`src/rtl/baud_pkg.sv`:
```
package baud_pkg;
  // divisor geometry shared by the generator and its users
  localparam int unsigned DIV_W     = 16;
  localparam int unsigned BYTE_W    = 8;
  localparam int unsigned NUM_BYTES = DIV_W / BYTE_W;

  // step source selection as seen on src_ext_i
  typedef enum logic {
    STEP_SYS = 1'b0,
    STEP_EXT = 1'b1
  } step_src_e;
endpackage

```
`src/rtl/baud_step_src.sv`:
```
// Produces the per-cycle step qualifier for the divisor counter.
module baud_step_src #(
  parameter int unsigned SYNC_STAGES = 2   // at least 2
) (
  input  logic clk_i,
  input  logic rst_n,
  input  logic baud_en_i,
  input  logic src_ext_i,
  input  logic ext_baud_i,
  output logic step_o
);
  import baud_pkg::*;

  localparam int unsigned MSB = SYNC_STAGES - 1;

  logic [MSB:0] sync_q, sync_n;
  logic         prev_q, prev_n;
  logic         ext_rise;
  step_src_e    src_sel;

  // next state: shift the synchronizer, remember last synchronized level
  always_comb begin
    sync_n = {sync_q[MSB-1:0], ext_baud_i};
    prev_n = sync_q[MSB];
  end

  always_ff @(posedge clk_i or negedge rst_n) begin
    if (!rst_n) begin
      sync_q <= '0;
      prev_q <= 1'b0;
    end else begin
      sync_q <= sync_n;
      prev_q <= prev_n;
    end
  end

  assign ext_rise = sync_q[MSB] & ~prev_q;
  assign src_sel  = step_src_e'(src_ext_i);

  always_comb begin
    unique case (src_sel)
      STEP_EXT: step_o = baud_en_i & ext_rise;
      default:  step_o = baud_en_i;
    endcase
  end
endmodule

```
`src/rtl/baud_div_regs.sv`:
```
// Byte-wide divisor latches and the reload strobe they raise.
module baud_div_regs #(
  parameter int unsigned         DIV_W     = 16,
  parameter int unsigned         BYTE_W    = 8,
  parameter logic [DIV_W-1:0]    RESET_DIV = '0
) (
  input  logic                       clk_i,
  input  logic                       rst_n,
  input  logic [DIV_W/BYTE_W-1:0]    wr_be_i,
  input  logic [BYTE_W-1:0]          wdata_i,
  output logic [DIV_W-1:0]           div_o,
  output logic                       reload_o
);
  localparam int unsigned LANES = DIV_W / BYTE_W;

  for (genvar g = 0; g < LANES; g++) begin : g_lane
    logic [BYTE_W-1:0] lane_q, lane_n;

    always_comb begin
      lane_n = lane_q;
      if (wr_be_i[g]) lane_n = wdata_i;
    end

    always_ff @(posedge clk_i or negedge rst_n) begin
      if (!rst_n) lane_q <= RESET_DIV[g*BYTE_W +: BYTE_W];
      else        lane_q <= lane_n;
    end

    assign div_o[g*BYTE_W +: BYTE_W] = lane_q;
  end

  // reload one edge after any write so the counter sees the new value
  logic reload_q, reload_n;

  always_comb reload_n = |wr_be_i;

  always_ff @(posedge clk_i or negedge rst_n) begin
    if (!rst_n) reload_q <= 1'b0;
    else        reload_q <= reload_n;
  end

  assign reload_o = reload_q;
endmodule

```
`src/rtl/baud_div_cnt.sv`:
```
// Down-counter that wraps at zero, emitting a tick and a half-period wave.
module baud_div_cnt #(
  parameter int unsigned      DIV_W     = 16,
  parameter logic [DIV_W-1:0] RESET_DIV = '0
) (
  input  logic             clk_i,
  input  logic             rst_n,
  input  logic             step_i,
  input  logic             reload_i,
  input  logic [DIV_W-1:0] div_i,
  output logic [DIV_W-1:0] cnt_o,
  output logic             tick_o,
  output logic             baud_o
);
  localparam logic [DIV_W-1:0] ONE     = DIV_W'(1);
  localparam logic [DIV_W-1:0] CNT_RST = (RESET_DIV == '0) ? '0 : RESET_DIV - ONE;

  logic [DIV_W-1:0] cnt_q, cnt_n;
  logic             tick_q, tick_n;
  logic             baud_q, baud_n;
  logic [DIV_W-1:0] div_m1, half;
  logic             div_zero, at_end;

  always_comb begin
    div_zero = (div_i == '0);
    div_m1   = div_zero ? '0 : div_i - ONE;
    half     = div_i >> 1;
    at_end   = (cnt_q == '0);
  end

  // next state
  always_comb begin
    cnt_n  = cnt_q;
    tick_n = 1'b0;
    if (reload_i) begin
      cnt_n = div_m1;
    end else if (step_i && !div_zero) begin
      if (at_end) begin
        cnt_n  = div_m1;
        tick_n = 1'b1;
      end else begin
        cnt_n = cnt_q - ONE;
      end
    end
    baud_n = (cnt_n < half);
  end

  always_ff @(posedge clk_i or negedge rst_n) begin
    if (!rst_n) begin
      cnt_q  <= CNT_RST;
      tick_q <= 1'b0;
      baud_q <= 1'b0;
    end else begin
      cnt_q  <= cnt_n;
      tick_q <= tick_n;
      baud_q <= baud_n;
    end
  end

  assign cnt_o  = cnt_q;
  assign tick_o = tick_q;
  assign baud_o = baud_q;
endmodule

```
`src/rtl/baud_divgen.sv`:
```
// Top level: reset conditioning, step source, divisor latches, counter.
module baud_divgen #(
  parameter int unsigned                   SYNC_STAGES = 2,
  parameter logic [baud_pkg::DIV_W-1:0]    RESET_DIV   = '0
) (
  input  logic       clk_i,
  input  logic       rst_ni,
  input  logic       baud_en_i,
  input  logic       src_ext_i,
  input  logic       ext_baud_i,
  input  logic       wr_lo_i,
  input  logic       wr_hi_i,
  input  logic [7:0] wdata_i,
  output logic       tick_o,
  output logic       baud_o
);
  import baud_pkg::*;

  // asynchronous assert, synchronous release
  logic [1:0] rst_pipe_q, rst_pipe_n;
  logic       rst_n_q;

  always_comb rst_pipe_n = {rst_pipe_q[0], 1'b1};

  always_ff @(posedge clk_i or negedge rst_ni) begin
    if (!rst_ni) rst_pipe_q <= '0;
    else         rst_pipe_q <= rst_pipe_n;
  end

  assign rst_n_q = rst_pipe_q[1];

  logic                 step_w;
  logic                 reload_w;
  logic [DIV_W-1:0]     div_w;
  logic [DIV_W-1:0]     cnt_w;
  logic [NUM_BYTES-1:0] wr_be;

  assign wr_be = {wr_hi_i, wr_lo_i};

  baud_step_src #(
    .SYNC_STAGES(SYNC_STAGES)
  ) u_src (
    .clk_i     (clk_i),
    .rst_n     (rst_n_q),
    .baud_en_i (baud_en_i),
    .src_ext_i (src_ext_i),
    .ext_baud_i(ext_baud_i),
    .step_o    (step_w)
  );

  baud_div_regs #(
    .DIV_W    (DIV_W),
    .BYTE_W   (BYTE_W),
    .RESET_DIV(RESET_DIV)
  ) u_regs (
    .clk_i   (clk_i),
    .rst_n   (rst_n_q),
    .wr_be_i (wr_be),
    .wdata_i (wdata_i),
    .div_o   (div_w),
    .reload_o(reload_w)
  );

  baud_div_cnt #(
    .DIV_W    (DIV_W),
    .RESET_DIV(RESET_DIV)
  ) u_cnt (
    .clk_i   (clk_i),
    .rst_n   (rst_n_q),
    .step_i  (step_w),
    .reload_i(reload_w),
    .div_i   (div_w),
    .cnt_o   (cnt_w),
    .tick_o  (tick_o),
    .baud_o  (baud_o)
  );
endmodule

```
`config.mk`:
```
export PLATFORM = sky130hd
export DESIGN_NAME = baud_divgen
export DESIGN_NICKNAME = d
export VERILOG_FILES = /design/src/rtl/baud_pkg.sv /design/src/rtl/baud_step_src.sv /design/src/rtl/baud_div_regs.sv /design/src/rtl/baud_div_cnt.sv /design/src/rtl/baud_divgen.sv
export SDC_FILE = /design/constraint.sdc
export NUM_CORES = 1
export LEC_CHECK = 0
export BUFFER_PORTS_ARGS = -buffer_cell sky130_fd_sc_hd__buf_4
export CORE_MARGIN = 5
export CORE_UTILIZATION = 35
export DETAILED_ROUTE_END_ITERATION = 12
export GPL_TIMING_DRIVEN = 0
export PLACE_DENSITY = 0.52
export SLEW_MARGIN = 20
export SYNTH_ARGS = -nofsm -noshare
export SYNTH_HDL_FRONTEND = slang
export SYNTH_SLANG_ARGS = --single-unit
export TNS_END_PERCENT = 5
```
`constraint.sdc`:
```
create_clock -name clk_i -period 3.4 [get_ports clk_i]
set_input_delay 0.17 -clock clk_i [delete_from_list [all_inputs] [get_ports clk_i]]
set_output_delay 0.17 -clock clk_i [all_outputs]
set_load 0.005 [all_outputs]
```
==> reports/results.ini, run 1 <==
[die]
dieHeight_um=95.6
io_pins=17
initial_core_util_pct=35.6
die_w_um=95.6
num_rows=31
core_area_um2=7210
die-area_um2=9140

[pwr]
p_per_area_nw_per_um2=400
power_mw=1.31
p_sw_mw=0.450
clkPwrFrac_pct=23.4
power_frac_comb_pct=30.5
seqPwrFrac_pct=46.0
ir_worst_vdd_mv=0.214
p_leak_nw=1.37
p_int_mw=0.860
swShare_pct=34.4

[drt]
num_vias=2118
drc=0
wirelength_um=6530
firstDrtPassIters=4
post_drt_wl_per_cell_um=15.5
vias_per_cell=5.03
drt_iter0_markers=80
ant_nets=0

[timing]
fmax_mhz=307
drv_slew=0
finalSetupTns_ps=0
worst_slew_pin_slew_ps=557
post-route-period-util_pct=95.9
setup_viol=0
period_minus_slack_ps=3260
timing.slew.headroom_pct=62.7
skew_ps=6.65
whs_ps=94.1
hold_viol=0

[setup_path]
crit_type=reg2reg
cp_max_fo=6
rr_startpoint=u_regs.g_lane[0].lane_q[1]$_DFFE_PN0P_
critical_path_arrival_ps=3430
cp-end-kind=flop
crit_chain=inv_2, ha_1, nor4b_4, and4_4, nor2_4, a21o_4, buf_6, nand3_2, o21ai_2, ha_1, o21ai_0, nand2b_1, a21oi_2, or4_4, a41oi_2, a221oi_2
start_kind=flop
crit_top_cell=ha_1
required_ps=3560
cp_slowest_cell=or4_4
cp_slowest_stage_delay_ps=490
crit_start=u_regs.g_lane[0].lane_q[1]$_DFFE_PN0P_

[yosys]
yosysTopAreaCell=dfrtp_1
ys_async_sr_fraction_pct=100
syn_area_per_cell_um2=9.30
yosysWarnings=0
synth_top_area_share_pct=39.0
yosysSeqAreaShare_pct=39.0
yosys_most_used_dff=dfrtp_1
netlist_instances=276
yosysUniqueCellTypes=46
synth-edff-count=0
netlist_area_um2=2570
synth.area.top_cells=dfrtp_1, ha_1, o21ai_0, xnor2_1, nand2_1
syn-num-nets=309
ys_ff_latch=40

[clock_tree]
clock-sinks=40
htree_levels=2
insertion_delay_ps=290
cts_tree=built
cts_buffers=5
path_clk_slew_ps=80
clock-root-buffer=clkbuf_8
clockBufferDepth=2

[grt]
use_met1_pct=20.6
antenna_found_initial=0
grt_overflow=0
met2_usage_pct=25.1
grtUsageMet3_pct=2.21
busiest_layer=met2
grt_pass1_vias=2160
grt_max_degree=24
track_usage_pct=15.3
grt_pass1_wl_um=10700

[placement]
gp_congestion=0.839
placed_area_um2=2820
port_buffers=14
dp_hpwl_um=4840

[final_layout]
fill_cells=739
design_area_um2=3280
drive_above_1_share_pct=28.3
area_delta_synth_final_pct=27.8
antennaDiodeCount=0
layout.nets=354

[worst_hold_path]
min_path_type=in2reg
hold_start=wdata_i[0]

[status]
outcome=completed

[flow_run]
maxCapViolations=0

[power by group through the flow]
stage	combinational, mW	clock, mW	sequential [mW]
2_1_floorplan	0.227	0	0.593
3_3_place_gp	0.305	0	0.606
3_5_place_dp	0.316	0	0.603
4_1_cts	0.350	0.312	0.594
5_1_grt	0.449	0.335	0.613
6_report	0.400	0.307	0.603
[critical path, delay by kind of cell, from the launching register on]
kind / cells / cell delay [ps]
simple gates: 6 / 1340
compound gates: 6 / 720
fa+ha+maj: 2 / 440
flops: 1 / 400
buf+inv: 2 / 220
[sequential cells by signal, indices dropped and copies added, names as in the netlist]
signal and count:
u_regs.g_lane.lane_q 16, u_cnt.cnt_o 16, u_cnt.baud_o 1, u_src.sync_q 2
u_regs.reload_o 1, rst_pipe_q 2, u_src.prev_q 1, u_cnt.tick_o 1
[stage by stage]
step                std cells  utilization [%]  worst slack (ps)
global route              421             45.5             -37.2
CTS                       405             41.8              17.5
floorplan                 276                -               164
finish                    421             45.5               138
global placement          389             38.7              -510
detailed placement        390             39.1              -479
[kinds of logic after synthesis]
logic type                 share of synthesized area (%)
xor gates and xnor gates                            7.85
DFF                                                 39.0
AOI/OAI and AO/OA                                   13.5
other                                              0.146
muxes                                              0.780
and+or+nand+nor                                     24.8
adders and majority gates                           8.78
buffers and inverters                               5.12
[cells in the final DEF (no fill, tap or decap), types with 2 or more instances in the layout]
master         count
a21o_1             3
a21oi_1            9
a31oi_1            3
and4_4             2
buf_2              2
buf_4             34
buf_6              4
clkbuf_1           6
clkbuf_8           5
dfrtp_1           39
dlygate4sd3_1      2
ha_1              18
inv_1             19
inv_2              2
mux2i_1            2
nand2_1           27
nand2b_1           2
nand3_1           15
nand3_2            2
nand4_1            6
nand4b_1           3
nor2_1            10
nor3_1            11
nor4_1             2
nor4_2             2
nor4_4             6
nor4b_2            2
nor4b_4            2
o211ai_1           2
o21ai_0           23
o21ai_1            2
o21ai_2            4
or2_2              2
or4_4              2
xnor2_1           13
xor2_1             8
xor2_2             2
[final timing paths]
kind / endpoint / slack, ps / cells past startpoint
max in group asynchronous: u_cnt.cnt_o[11]$_DFF_PN0_ / 2750 / 1
min reg2reg: u_regs.g_lane[0].lane_q[1]$_DFFE_PN0P_ / 190 / 0
min in group asynchronous: rst_pipe_q[1]$_DFF_PN0_ / 180 / 2
max reg2reg: u_cnt.baud_o$_DFF_PN0_ / 140 / 16
min: u_regs.g_lane[0].lane_q[0]$_DFFE_PN0P_ / 90 / 3
max: u_cnt.baud_o$_DFF_PN0_ / 140 / 16
[per-layer routing]
metal | up-vias | part of all wire [%]
met3 | 10 | 2.2
li1 | 1080 | -
met5 | - | 0
met2 | 34 | 48
met4 | 0 | 1.9
met1 | 994 | 47
[synth_stat cells (2+ instances only)]
library cell / count
a21o_1: 4
a21oi_1: 10
a31oi_1: 3
buf_6: 2
clkbuf_1: 8
dfrtp_1: 40
ha_1: 18
inv_1: 21
mux2i_1: 2
nand2_1: 28
nand2b_1: 2
nand3_1: 17
nand4_1: 6
nand4b_1: 3
nor2_1: 10
nor3_1: 12
nor4_1: 4
nor4_2: 3
nor4_4: 3
nor4b_1: 2
o211ai_1: 2
o21ai_0: 28
o22ai_1: 2
or2_2: 2
or4_1: 2
xnor2_1: 13
xor2_1: 10
[area by class of cell]
class / instances / area (um2) / share of cell area [%]
clock inverters: 1 / 5.00 / 0.153
well taps: 99 / 124 / 3.78
inverters: 21 / 78.8 / 2.40
plain buffers: 8 / 56.3 / 1.72
flip-flops and latches: 40 / 1000 / 30.6
multi-input cells: 205 / 1600 / 48.8
repair buffers: 40 / 337 / 10.3
clock buffers: 7 / 76.3 / 2.33
[timing repair]
item | CTS | global route
endpoints found under the setup margin | 1 | 1
cloned | 0 | 2
endpoints found under the hold margin | 3 | 0
pin swaps | 9 | 14
hold buffers | 2 | 0
setup buffers | 7 | 14
resized for setup | 20 | 33
Power figures use the tool's default switching activity.
==> run 2, diff against run 1 <==
==> constraint.sdc (replaced) <==
create_clock -name clk_i -period 4 [get_ports clk_i]
set_input_delay 0.2 -clock clk_i [delete_from_list [all_inputs] [get_ports clk_i]]
set_output_delay 0.2 -clock clk_i [all_outputs]
set_load 0.005 [all_outputs]
==> reports/results.ini, run 2 (synthesis gave the netlist of run 1 again) <==
[status]
outcome=completed

[setup_path]
timing.rr.end=u_cnt.baud_o$_DFF_PN0_
crit_chain=inv_1, ha_1, nor4b_4, and4_4, buf_6, nor2_2, a21o_1, clkbuf_2, nand3_1, o21ai_0, ha_1, o21ai_0, nand2b_1, a21oi_1, or4_1, a41oi_1, a221oi_2
cp_slowest_stage_delay_ps=490
critical_path_arrival_ps=3890
start_kind=flop
rr_startpoint=u_regs.g_lane[0].lane_q[0]$_DFFE_PN0P_
reg2reg_depth=17
path_buf_inv=3
r2r_slack_ps=280
cp_slowest_cell=or4_1
crit_type=reg2reg
cp-end-kind=flop
required_ps=4170
crit_cells=17
cp_max_fo=10
critical_path.top_delay_family=simple AND/OR/NAND/NOR gates

[grt]
grt_pass1_wl_um=10600
track_usage_pct=15.0
grt_overflow=0
grtUsageMet3_pct=2.13
grt_max_degree=24
met2_usage_pct=24.4
grt_pass1_vias=2118
use_met1_pct=20.6
antenna_found_initial=0
busiest_layer=met2

[clock_tree]
clock-sinks=40
path_clk_slew_ps=80
insertion_delay_ps=290
htree_levels=2
clockBufferDepth=2
clock-root-buffer=clkbuf_8
cts_tree=built
cts_buffers=5

[die]
core_area_um2=7210
die-area_um2=9140
num_rows=31
initial_core_util_pct=35.6
dieHeight_um=95.6
io_pins=17
die_w_um=95.6

[drt]
drt_iter0_markers=80
firstDrtPassIters=4
vias_per_cell=4.98
post_drt_wl_per_cell_um=15.0
num_vias=1993
drc=0
wirelength_um=5990
ant_nets=0

[timing]
timing.slew.headroom_pct=54.5
drv_slew=0
post-route-period-util_pct=93.0
finalSetupTns_ps=0
setup_viol=0
fmax_mhz=269
skew_ps=6.46
worst_slew_pin_slew_ps=676
rsz0062_at_grt=no
period_minus_slack_ps=3720
hold_viol=0

[worst_hold_path]
holdPathStages=1
hold_start=ext_baud_i
whs_endpoint=u_src.sync_q[0]$_DFF_PN0_
min_path_type=in2reg

[placement]
gp_congestion=0.839
dp_hpwl_um=4840
place_inst=390
port_buffers=14

[final_layout]
drive_above_1_share_pct=14.3
area_delta_synth_final_pct=14.2
layout_common_cells=dfrtp_1, nand2_1, o21ai_0
layout_commonest_cell=dfrtp_1
stdcell_count=400
layout.nets=333
antennaDiodeCount=0

[pwr]
p_leak_nw=1.23
ir_worst_vdd_mv=0.178
p_per_area_nw_per_um2=354

[flow_run]
maxCapViolations=0

## run 2: changes by cell type in the layout (fill, tap and decap cells not counted), sizes merged
| cell | previous run | this run |
|---|---|---|
| buf | 42 | 19 |
| clkbuf | 11 | 14 |
| dlygate4sd3 | 2 | 1 |
## run 2: through the flow
| step | cell area (um2) | hold WS, ps | total power [mW] | utilization, % | setup WS, ps |
|---|---|---|---|---|---|
| 3_5_place_dp | 2820 | -16.3 | 0.781 | 39.1 | 121 |
| 4_1_cts | 2920 | 7.79 | 1.04 | 40.4 | 85.1 |
| 6_report | 2930 | 8.58 | 1.04 | 40.6 | 280 |
| 3_3_place_gp | 2800 | -16.7 | 0.775 | 38.7 | 89.5 |
| 2_1_floorplan | 2570 | -95.6 | 0.697 | - | 764 |
| 5_1_grt | 2930 | 2.04 | 1.11 | 40.6 | 1.73 |
## run 2: routing by layer
metal	part of all wire, %	routed length (um)
met1	50	2990
met2	46	2760
met3	2.4	145
met4	1.7	102
met5	0	0
## run 2: worst register-to-register path: stages, from the launching register on
cell	delay, ps
dfrtp_1	440
inv_1	160
ha_1	170
nor4b_4	300
and4_4	280
buf_6	130
nor2_2	90
a21o_1	210
clkbuf_2	200
nand3_1	120
o21ai_0	140
ha_1	320
o21ai_0	80
nand2b_1	70
a21oi_1	80
or4_1	490
a41oi_1	220
a221oi_2	90
## run 2: timing repair
item,in CTS,in global routing
buffers inserted,0,2
resized for setup,0,7
endpoints found under the setup margin,0,1
hold buffers,1,0
endpoints found under the hold margin,2,0
## run 2: worst max path at each step
stage                     slack [ps]                                   start                     end
final                            280  u_regs.g_lane[0].lane_q[0]$_DFFE_PN0P_  u_cnt.baud_o$_DFF_PN0_
after global routing               2  u_regs.g_lane[0].lane_q[0]$_DFFE_PN0P_  u_cnt.baud_o$_DFF_PN0_
after CTS                         90  u_regs.g_lane[0].lane_q[0]$_DFFE_PN0P_  u_cnt.baud_o$_DFF_PN0_
after detailed placement         120  u_regs.g_lane[0].lane_q[0]$_DFFE_PN0P_  u_cnt.baud_o$_DFF_PN0_
after global placement            90  u_regs.g_lane[0].lane_q[0]$_DFFE_PN0P_  u_cnt.baud_o$_DFF_PN0_
after floorplan                  760  u_regs.g_lane[0].lane_q[0]$_DFFE_PN0P_  u_cnt.baud_o$_DFF_PN0_
## run 2: power by group
part           internal, mW  switching (mW)  total, mW
Combinational         0.120           0.153      0.273
Sequential            0.447          0.0567      0.504
Clock                 0.122           0.138      0.260
Total                 0.690           0.347       1.04
## run 2: layout make-up
cell class / instances / area [um2]
plain buffers: 9 / 51.3
fillers: 771 / 4280
flip-flops and latches: 40 / 1000
inverters: 21 / 78.8
multi-input cells: 205 / 1440
clock inverters: 1 / 5.00
well taps: 99 / 124
clock buffers: 7 / 76.3
repair buffers: 18 / 158
==> run 3, diff against run 2 <==
--- a/config.mk
+++ b/config.mk
@@ -6,11 +6,13 @@
 export NUM_CORES = 1
 export LEC_CHECK = 0
 export BUFFER_PORTS_ARGS = -buffer_cell sky130_fd_sc_hd__buf_4
+export CELL_PAD_IN_SITES_DETAIL_PLACEMENT = 1
+export CELL_PAD_IN_SITES_GLOBAL_PLACEMENT = 2
 export CORE_MARGIN = 5
 export CORE_UTILIZATION = 35
 export DETAILED_ROUTE_END_ITERATION = 12
 export GPL_TIMING_DRIVEN = 0
-export PLACE_DENSITY = 0.52
+export PLACE_DENSITY = 0.74
 export SLEW_MARGIN = 20
 export SYNTH_ARGS = -nofsm -noshare
 export SYNTH_HDL_FRONTEND = slang
==> reports/results.ini, run 3 (synthesis gave the netlist of run 1 again) <==
[final_layout]
layout.nets=335
drive_above_1_share_pct=15.2
area_delta_synth_final_pct=15.3
multiInputGateArea_um2=1440
layout_common_cells=dfrtp_1, nand2_1, o21ai_0
stdcell_count=402
layout_commonest_cell=dfrtp_1
seq_area_um2=1000
fill_cells=875
design_area_um2=2960
antennaDiodeCount=0

[setup_path]
cp_slowest_cell=or4_1
r2r_slack_ps=270
timing.rr.end=u_cnt.baud_o$_DFF_PN0_
reg2reg_depth=17
crit_type=reg2reg
crit_chain=inv_1, ha_1, nor4b_4, and4_4, buf_6, nor2_2, a21o_1, clkbuf_2, nand3_1, o21ai_0, ha_1, o21ai_0, nand2b_1, a21oi_1, or4_1, a41oi_1, a221oi_2
cp_max_fo=10
cp-end-kind=flop
start_kind=flop
cp_slowest_stage_delay_ps=490
critical_path_arrival_ps=3900
rr_startpoint=u_regs.g_lane[0].lane_q[0]$_DFFE_PN0P_
path_buf_inv=3
crit_start=u_regs.g_lane[0].lane_q[0]$_DFFE_PN0P_
critical_path.top_delay_family=simple AND/OR/NAND/NOR gates
required_ps=4170

[worst_hold_path]
holdPathStages=3
hold_start=wdata_i[7]
min_path_type=in2reg
whs_endpoint=u_regs.g_lane[0].lane_q[7]$_DFFE_PN0P_

[grt]
antenna_found_initial=0
track_usage_pct=15.9
grt_pass1_vias=2186
grt_overflow=0
grt_pass1_wl_um=11100
grt_max_degree=24

[clock_tree]
path_clk_slew_ps=80
htree_levels=2
clockBufferDepth=2
cts_tree=built
insertion_delay_ps=290
clock-root-buffer=clkbuf_8
clock-sinks=40
cts_buffers=5

[drt]
post_drt_wl_per_cell_um=16.5
wirelength_um=6650
vias_per_cell=5.14
drc=0
firstDrtPassIters=4
ant_nets=0
drt_iter0_markers=81
num_vias=2068

[pwr]
p_per_area_nw_per_um2=359
ir_worst_vdd_mv=0.193
p_leak_nw=1.24

[placement]
placed_area_um2=2820
port_buffers=14
dp_hpwl_um=5540
place_inst=390
gp_congestion=0.795

[timing]
post-route-period-util_pct=93.3
timing.slew.headroom_pct=50.4
drv_slew=0
period_minus_slack_ps=3730
worst_slew_pin_slew_ps=736
finalSetupTns_ps=0
setup_viol=0
rsz0062_at_grt=no
fmax_mhz=268
whs_ps=124
skew_ps=10.9
hold_viol=0

[die]
io_pins=17
num_rows=31
die_w_um=95.6
die-area_um2=9140
dieHeight_um=95.6
initial_core_util_pct=35.6
core_area_um2=7210

[status]
outcome=completed

[flow_run]
maxCapViolations=0

-- run 3: cell types whose count changed in the layout (fill, tap and decap cells not counted), sizes merged --
cell / change
dlygate4sd3: +1
clkinv: +1
buf: +1
clkbuf: -1
-- run 3: how the worst max path moves through the flow --
stage                                   to  depth (start not counted)
floorplan           u_cnt.baud_o$_DFF_PN0_                         17
global placement    u_cnt.baud_o$_DFF_PN0_                         16
detailed placement  u_cnt.baud_o$_DFF_PN0_                         16
CTS                 u_cnt.baud_o$_DFF_PN0_                         15
global route        u_cnt.baud_o$_DFF_PN0_                         17
finish              u_cnt.baud_o$_DFF_PN0_                         17
-- run 3: what timing repair did --
action / in CTS / in global routing
hold endpoints to repair: 2 / 1
hold buffers: 1 / 1
gates resized for setup: 2 / 5
buffers inserted: 0 / 3
setup endpoints to repair: 1 / 1
gates cloned: 0 / 0
-- run 3: worst reg2reg max path, stage by stage, from the launching register on --
cell      delay, ps
dfrtp_1         440
inv_1           150
ha_1            160
nor4b_4         290
and4_4          280
buf_6           140
nor2_2           90
a21o_1          210
clkbuf_2        200
nand3_1         130
o21ai_0         150
ha_1            330
o21ai_0          80
nand2b_1         80
a21oi_1          70
or4_1           490
a41oi_1         220
a221oi_2         90
-- run 3: routing by layer --
metal | wire, um | track usage, % | up-vias
met5 | 0 | 0 | -
met4 | 76 | 4.03 | 0
met3 | 143 | 3.47 | 7
met2 | 3290 | 27.2 | 22
met1 | 3150 | 20.3 | 1008
li1 | - | - | 1031
-- run 3: metrics by stage --
stage / power, mW / utilization (%) / setup slack [ps]
finish: 1.06 / 41.0 / 269
global route: 1.14 / 41.0 / 6.17
CTS: 1.07 / 40.6 / 19.9
detailed placement: 0.790 / 39.1 / 11.9
global placement: 0.779 / 38.7 / 80.0
floorplan: 0.697 / - / 764
-- run 3: cell type report --
class | instances | area share [%]
sequential | 40 | 33.9
inverter | 21 | 2.66
timing repair buffer | 20 | 5.92
tap | 99 | 4.19
clock buffer | 6 | 2.79
clock inverter | 2 | 0.338
multi-input combinational | 205 | 48.5
buffer | 9 | 1.73
-- run 3: power by group --
group          total (mW)  internal [mW]  switching (mW)  leakage [nW]
combinational       0.281          0.122           0.159         0.710
clock               0.278          0.138           0.140        0.0510
sequential          0.505          0.447          0.0578         0.482
